[config.mk]
export PLATFORM = sky130hd
export DESIGN_NAME = tiny24_core
export DESIGN_NICKNAME = d
export VERILOG_FILES = /design/src/rtl/tiny24_pkg.sv /design/src/rtl/tiny24_rst_sync.sv /design/src/rtl/tiny24_decode.sv /design/src/rtl/tiny24_alu.sv /design/src/rtl/tiny24_regfile.sv /design/src/rtl/tiny24_core.sv
export SDC_FILE = /design/constraint.sdc
export NUM_CORES = 1
export LEC_CHECK = 0
export BUFFER_PORTS_ARGS = -buffer_cell sky130_fd_sc_hd__buf_4
export CORE_MARGIN = 5
export CORE_UTILIZATION = 66
export DETAILED_ROUTE_END_ITERATION = 10
export MAX_ROUTING_LAYER = met4
export PLACE_DENSITY = 0.86
export SKIP_CTS_REPAIR_TIMING = 1
export SLEW_MARGIN = 25
export SYNTH_ARGS = -nofsm -noshare
export SYNTH_HDL_FRONTEND = slang
export SYNTH_SLANG_ARGS = --single-unit
[constraint.sdc]
create_clock -name clk_i -period 5.21 [get_ports clk_i]
set_clock_uncertainty 0.1 [all_clocks]
set_input_delay 1.042 -clock clk_i [delete_from_list [all_inputs] [get_ports clk_i]]
set_output_delay 1.042 -clock clk_i [all_outputs]
set_load 0.02 [all_outputs]
[src/rtl/tiny24_pkg.sv]
package tiny24_pkg;

  typedef enum logic [3:0] {
    K_NUL, K_NOP, K_MOV, K_ALU, K_JMP, K_JCC, K_DBL, K_DBB, K_HLT
  } kind_e;

  typedef enum logic [2:0] {
    OP_ADD, OP_SUB, OP_OR, OP_XOR, OP_AND
  } alu_e;

  typedef enum logic [1:0] {
    C_NZ, C_GZ, C_LZ, C_EZ
  } cond_e;

  typedef struct packed {
    kind_e kind;
    alu_e  alu;
    cond_e cond;
    logic  inv;
    logic  a_reg;
    logic  b_reg;
  } dec_t;

endpackage

[src/rtl/tiny24_rst_sync.sv]
module tiny24_rst_sync #(
  parameter int STAGES = 2
) (
  input  logic clk_i,
  input  logic rst_ni,
  output logic rst_no
);
  logic [STAGES-1:0] sync_q;

  always_ff @(posedge clk_i or negedge rst_ni) begin
    if (!rst_ni) sync_q <= '0;
    else         sync_q <= {sync_q[STAGES-2:0], 1'b1};
  end

  assign rst_no = sync_q[STAGES-1];
endmodule

[src/rtl/tiny24_decode.sv]
module tiny24_decode
  import tiny24_pkg::*;
(
  input  logic [7:0] opcode_i,
  output dec_t       dec_o
);
  always_comb begin
    dec_o = '0;
    if (opcode_i[7]) begin
      dec_o.inv   = opcode_i[2];
      dec_o.a_reg = opcode_i[1];
      dec_o.b_reg = opcode_i[0];
      dec_o.kind  = K_ALU;
      case (opcode_i[7:3])
        5'b11000: dec_o.alu = OP_ADD;
        5'b10100: dec_o.alu = OP_SUB;
        5'b11100: dec_o.alu = OP_OR;
        5'b10010: dec_o.alu = OP_XOR;
        5'b11010: dec_o.alu = OP_AND;
        default:  dec_o = '0;
      endcase
    end else begin
      case (opcode_i[7:2])
        6'b010000: begin
          dec_o.kind  = K_MOV;
          dec_o.a_reg = opcode_i[1];
          dec_o.b_reg = opcode_i[0];
        end
        6'b011000: begin
          dec_o.kind  = K_JMP;
          dec_o.a_reg = opcode_i[1];
        end
        6'b000100: begin dec_o.kind = K_JCC; dec_o.cond = C_NZ; dec_o.a_reg = opcode_i[1]; end
        6'b010100: begin dec_o.kind = K_JCC; dec_o.cond = C_GZ; dec_o.a_reg = opcode_i[1]; end
        6'b001100: begin dec_o.kind = K_JCC; dec_o.cond = C_LZ; dec_o.a_reg = opcode_i[1]; end
        6'b011100: begin dec_o.kind = K_JCC; dec_o.cond = C_EZ; dec_o.a_reg = opcode_i[1]; end
        default: begin
          case (opcode_i)
            8'h28:   dec_o.kind = K_NOP;
            8'h08:   dec_o.kind = K_DBL;
            8'h48:   dec_o.kind = K_DBB;
            8'h04:   dec_o.kind = K_HLT;
            default: dec_o.kind = K_NUL;
          endcase
        end
      endcase
    end
  end
endmodule

[src/rtl/tiny24_alu.sv]
module tiny24_alu
  import tiny24_pkg::*;
#(
  parameter int DW = 8
) (
  input  alu_e          op_i,
  input  logic          inv_i,
  input  logic [DW-1:0] a_i,
  input  logic [DW-1:0] b_i,
  output logic [DW-1:0] y_o
);
  logic [DW-1:0] raw;

  always_comb begin
    case (op_i)
      OP_ADD:  raw = a_i + b_i;
      OP_SUB:  raw = a_i - b_i;
      OP_OR:   raw = a_i | b_i;
      OP_XOR:  raw = a_i ^ b_i;
      OP_AND:  raw = a_i & b_i;
      default: raw = '0;
    endcase
    y_o = inv_i ? ~raw : raw;
  end
endmodule

[src/rtl/tiny24_regfile.sv]
module tiny24_regfile #(
  parameter int DW    = 8,
  parameter int NREGS = 8,
  localparam int IW   = $clog2(NREGS)
) (
  input  logic          clk_i,
  input  logic          rst_ni,
  input  logic          we_i,
  input  logic [IW-1:0] widx_i,
  input  logic [DW-1:0] wdata_i,
  input  logic [IW-1:0] ridx_a_i,
  input  logic [IW-1:0] ridx_b_i,
  output logic [DW-1:0] rdata_a_o,
  output logic [DW-1:0] rdata_b_o,
  output logic [DW-1:0] acc_o
);
  logic [DW-1:0] regs_q [NREGS];

  for (genvar g = 0; g < NREGS; g++) begin : g_reg
    logic en;
    assign en = we_i && (widx_i == IW'(g));
    always_ff @(posedge clk_i or negedge rst_ni) begin
      if (!rst_ni)  regs_q[g] <= '0;
      else if (en)  regs_q[g] <= wdata_i;
    end
  end

  assign rdata_a_o = regs_q[ridx_a_i];
  assign rdata_b_o = regs_q[ridx_b_i];
  assign acc_o     = regs_q[0];
endmodule

[src/rtl/tiny24_core.sv]
module tiny24_core
  import tiny24_pkg::*;
#(
  parameter int          AW        = 8,
  parameter int          DW        = 8,
  parameter int          NREGS     = 8,
  parameter logic [7:0]  REG_BASE  = 8'h40,
  parameter int          NOP_STALL = 4,
  localparam int         IWID      = 3 * DW,
  localparam int         RIW       = $clog2(NREGS),
  localparam int         SW        = $clog2(NOP_STALL + 1)
) (
  input  logic            clk_i,
  input  logic            rst_ni,
  output logic [AW-1:0]   imem_addr_o,
  input  logic [IWID-1:0] imem_data_i,
  output logic            halted_o,
  output logic            light_o,
  output logic            beep_o,
  output logic [DW-1:0]   acc_o
);
  localparam logic [SW-1:0] STALL_LAST = SW'(NOP_STALL);

  logic          rst_n;
  logic [DW-1:0] opc, opa, opb;
  dec_t          dec;

  logic [AW-1:0] pc_q, pc_d;
  logic          halted_q, halted_d;
  logic [SW-1:0] stall_q, stall_d;
  logic          light_q, light_d, beep_q, beep_d;

  logic          a_valid, b_valid, ops_ok;
  logic [DW-1:0] rd_a, rd_b, a_val, b_val, alu_y;
  logic          we;
  logic [RIW-1:0] widx;
  logic [DW-1:0] wdata;
  logic          take;
  kind_e         kind_eff;

  assign opc = imem_data_i[IWID-1 -: DW];
  assign opa = imem_data_i[2*DW-1 -: DW];
  assign opb = imem_data_i[DW-1:0];

  tiny24_rst_sync #(.STAGES(2)) u_rst (
    .clk_i (clk_i), .rst_ni (rst_ni), .rst_no (rst_n)
  );

  tiny24_decode u_dec (.opcode_i(opc), .dec_o(dec));

  tiny24_regfile #(.DW(DW), .NREGS(NREGS)) u_rf (
    .clk_i     (clk_i),
    .rst_ni    (rst_n),
    .we_i      (we),
    .widx_i    (widx),
    .wdata_i   (wdata),
    .ridx_a_i  (opa[RIW-1:0]),
    .ridx_b_i  (opb[RIW-1:0]),
    .rdata_a_o (rd_a),
    .rdata_b_o (rd_b),
    .acc_o     (acc_o)
  );

  tiny24_alu #(.DW(DW)) u_alu (
    .op_i (dec.alu), .inv_i (dec.inv), .a_i (a_val), .b_i (b_val), .y_o (alu_y)
  );

  // Operand resolution: register lookup or immediate
  always_comb begin
    a_valid = (opa[DW-1:RIW] == REG_BASE[DW-1:RIW]);
    b_valid = (opb[DW-1:RIW] == REG_BASE[DW-1:RIW]);
    a_val   = dec.a_reg ? rd_a : opa;
    b_val   = dec.b_reg ? rd_b : opb;
    ops_ok  = (!dec.a_reg || a_valid) && (!dec.b_reg || b_valid);
    kind_eff = dec.kind;
    if (!ops_ok) kind_eff = K_NUL;
    if (dec.kind == K_MOV && !dec.b_reg) kind_eff = K_NUL;
  end

  // Jump condition on operand A
  always_comb begin
    case (dec.cond)
      C_NZ:    take = (a_val != '0);
      C_GZ:    take = !a_val[DW-1] && (a_val != '0);
      C_LZ:    take = a_val[DW-1];
      default: take = (a_val == '0);
    endcase
  end

  // Next-state logic
  always_comb begin
    pc_d     = pc_q;
    halted_d = halted_q;
    stall_d  = stall_q;
    light_d  = 1'b0;
    beep_d   = 1'b0;
    we       = 1'b0;
    widx     = '0;
    wdata    = '0;
    if (!halted_q) begin
      pc_d = pc_q + AW'(1);
      case (kind_eff)
        K_NOP: begin
          if (stall_q == STALL_LAST) begin
            stall_d = '0;
          end else begin
            stall_d = stall_q + SW'(1);
            pc_d    = pc_q;
          end
        end
        K_MOV: begin
          we    = 1'b1;
          widx  = opb[RIW-1:0];
          wdata = a_val;
        end
        K_ALU: begin
          we    = 1'b1;
          widx  = '0;
          wdata = alu_y;
        end
        K_JMP:   pc_d = AW'(a_val);
        K_JCC:   if (take) pc_d = AW'(opb);
        K_DBL:   light_d = 1'b1;
        K_DBB:   beep_d  = 1'b1;
        K_HLT: begin
          halted_d = 1'b1;
          pc_d     = pc_q;
        end
        default: ;
      endcase
    end
  end

  // State registers
  always_ff @(posedge clk_i or negedge rst_n) begin
    if (!rst_n) begin
      pc_q     <= '0;
      halted_q <= 1'b0;
      stall_q  <= '0;
      light_q  <= 1'b0;
      beep_q   <= 1'b0;
    end else begin
      pc_q     <= pc_d;
      halted_q <= halted_d;
      stall_q  <= stall_d;
      light_q  <= light_d;
      beep_q   <= beep_d;
    end
  end

  assign imem_addr_o = pc_q;
  assign halted_o    = halted_q;
  assign light_o     = light_q;
  assign beep_o      = beep_q;
endmodule

==> impl_metrics.tcl <==
set metrics [dict create \
    status "finished, final reports clean" \
    die_h_microns 107 \
    switching_power_uw 745 \
    worst_setup_path_end_kind "flop" \
    rr_worst_depth 17 \
    clock.fmax_mhz 203 \
    report.final.slew_viol_count 0 \
    first_global_vias 5654 \
    worstPathBufferInverterCount 1 \
    hold_violations 0 \
    setup_tns_ps 0 \
    clock_path_buffers 2 \
    htreeDepth 3 \
    worstPathMaxFanout 9 \
    ys_top_cells_by_count "nand2_1, dfrtp_1, o21ai_0" \
    setup_viol 0 \
    core_area_sq_um 9200 \
    critPathMaxStageDelay_ps 530 \
    die_w_microns 107 \
    numCtsBuffers 9 \
    cellLeakagePower_nw 2.97 \
    synth_edf_count 0 \
    grt_pass1_wl_microns 30400 \
    grt_antenna_before_repair 1 \
    via_per_inst 6.95 \
    critPathRequiredTime_ps 5370 \
    placed_cells 814 \
    min_path_type "reg -> async" \
    synthFlopType "dfrtp_1" \
    initial_utilization_pct 67.1 \
    period_minus_slack_ps 4930 \
    yosysWarnings 0 \
    io_pins 45 \
    syn-mean-instance-area_sq_um 9.22 \
    dieArea_sq_um 11400 \
    internal-power_mw 1.20 \
    port_buffers 44 \
    drt_wl_total_microns 19000 \
    syn_inst 670 \
    antenna_left 0 \
    cap_viol_max_count 0 \
    areaGrowthSynthToFinish_pct 11.3 \
    grt.overflow.total 0 \
    vias 5781 \
    grt_usage_pct 35.7 \
    root_buffer "clkbuf_8" \
    combinationalPowerShare_pct 36.9 \
    synthArstFlopShare_pct 100 \
    pre_cts_ws_ps 73.6 \
    gp_congestion 0.978 \
    synth_fp_nets 719 \
    synthDistinctLibCells 74 \
    crit_family "compound AO/OA/AOI/OAI gates" \
    cts_num_sinks 80 \
    crit_chain "buf_4 -> mux4_2 -> mux2i_1 -> o211ai_1 -> o2bb2ai_1 -> nor2_1 -> xnor2_1 -> ha_1 -> a21o_1 -> a21oi_1 -> o21bai_1 -> a21oi_1 -> xor2_1 -> o221ai_1 -> xnor2_1 -> a22oi_1 -> or2_2 -> o21ai_0" \
    cts_tree "yes" \
    clk_pin_slew_ps 100 \
    arrival_ps 5100 \
    final_cells 832 \
    worst_slack_ps 276 \
    rsz0062_at_grt "no" \
    period_share_pct 94.7 \
    start_kind "input port" \
    clock_power_share_pct 23.3 \
    synth_area_sq_um 6170 \
    synthTopCellsByArea "dfrtp_1, mux4_2, nand2_1, o21ai_0, ha_1" \
    synth-seq-cells 80 \
    synth_most_common_cell "nand2_1" \
    hpwl_microns 14300 \
    clock_latency_ps 360 \
    power_frac_seq_pct 39.8 \
    synth_top_area_cell "dfrtp_1" \
    final_util_pct 74.7 \
    p_sw_share_pct 38.4 \
    path_depth 18 \
    fillers 666 \
    first_iter_violations 558 \
    wl_per_cell_microns 22.9 \
    num_rows 35 \
    critPathKind "in -> reg" \
    firstDrtPassIters 5 \
    crit_slowest_cell "mux4_2" \
    drive_above_1_share_pct 22.9 \
    ir_worst_vdd_uv 275 \
    grt_max_degree 79 \
    worstMarginPinSlew_ps 728 \
    yosys.area.top_type_share_pct 32.4 \
    slew_headroom_pct 51.3 \
    drc 0 \
    p_per_area_nw_per_um2 282 \
    ys_seq_area_share_pct 32.4 \
    nets 764 \
]
-- worst paths after layout --
check / startpoint / end / slack, ps
setup / recovery: imem_data_i[0] / u_rf.regs_q[14] / 280
hold / removal: u_rst.sync_q[1] / beep_o / 140
setup reg to reg: u_rf.acc_o[1] / u_rf.regs_q[14] / 780
hold reg to reg: u_rst.sync_q[1] / beep_o / 140
max in group asynchronous: u_rst.sync_q[1] / u_rf.regs_q[44] / 4280
min in group clk_i: u_rst.sync_q[0] / u_rst.sync_q[1] / 260
-- through the flow --
stage | total power, mW | instance area (sq um) | hold WS [ps]
after CTS | 1.93 | 6840 | 266
after detailed placement | 1.49 | 6660 | 238
after floorplan | 1.27 | 6170 | 231
after global placement | 1.46 | 6660 | 239
after global routing | 2.05 | 6870 | 157
final | 1.94 | 6870 | 137
-- flip-flops by register name, summed over array words and instances (netlist names) --
register and count:
beep_o 1, u_rf.acc_o 8, halted_o 1, u_rf.regs_q 56, light_o 1, stall_q 3, u_rst.sync_q 2, imem_addr_o 8
-- worst register-to-register path, delay by kind of cell, from the launching register on --
family	cells	cell delay, ps
AOI/OAI and AO/OA	9	1690
muxes	2	720
xor gates and xnor gates	3	520
and+or+nand+nor	2	510
DFF	1	440
adders and majority gates	1	360
-- area by class of cell --
cell class / count / area (sq um) / area share (%)
Clock buffer: 9 / 124 / 1.80
Clock inverter: 7 / 61.3 / 0.892
Antenna cell: 1 / 2.50 / 0.0364
Sequential cell: 80 / 2010 / 29.2
Multi-Input combinational cell: 515 / 3820 / 55.6
Tap cell: 111 / 139 / 2.02
Inverter: 32 / 120 / 1.75
Timing Repair Buffer: 77 / 598 / 8.70
-- layer usage --
metal  up-vias  GRT usage (%)  part of all wire [%]
met5         -              -                     0
met4         0           16.9                   5.1
met3        95           7.16                    10
met2       385           56.4                    47
met1      2766           44.4                    38
li1       2535              -                     -
-- cells by family (layout without fill, tap and decap cells) --
| family | count (synthesis) | after routing | share of synthesized area [%] |
|---|---|---|---|
| AND/OR/NAND/NOR | 231 | 231 | 18.5 |
| XOR/XNOR | 23 | 23 | 3.26 |
| AO/OA/AOI/OAI | 167 | 167 | 17.0 |
| multiplexers | 70 | 70 | 18.2 |
| adder cells (fa/ha/maj) | 23 | 23 | 4.78 |
| flip-flops | 80 | 80 | 32.4 |
| other | 1 | 2 | 0.0607 |
| buffers and inverters | 75 | 125 | 5.75 |
-- placed cells by master, fill, tap and decap left out, types with 12 or more instances in the layout --
cell type / netlist / routed
mux2_2: 16 / 16
xnor2_1: 13 / 13
dfrtp_1: 80 / 79
o21ai_0: 70 / 70
buf_4: 9 / 76
nand3_1: 17 / 17
nor2_1: 37 / 37
inv_1: 32 / 32
nand2_1: 94 / 94
mux4_2: 32 / 32
mux2i_1: 21 / 21
ha_1: 22 / 22
a21oi_1: 29 / 29
or2_2: 12 / 12
-- power groups by stage --
stage	registers [mW]	logic [mW]	clock network, mW
2_1_floorplan	0.804	0.464	0
3_3_place_gp	0.782	0.675	0
3_5_place_dp	0.789	0.697	0
4_1_cts	0.777	0.702	0.451
5_1_grt	0.781	0.789	0.478
6_report	0.772	0.716	0.452
(Power assumes the default switching activity.)
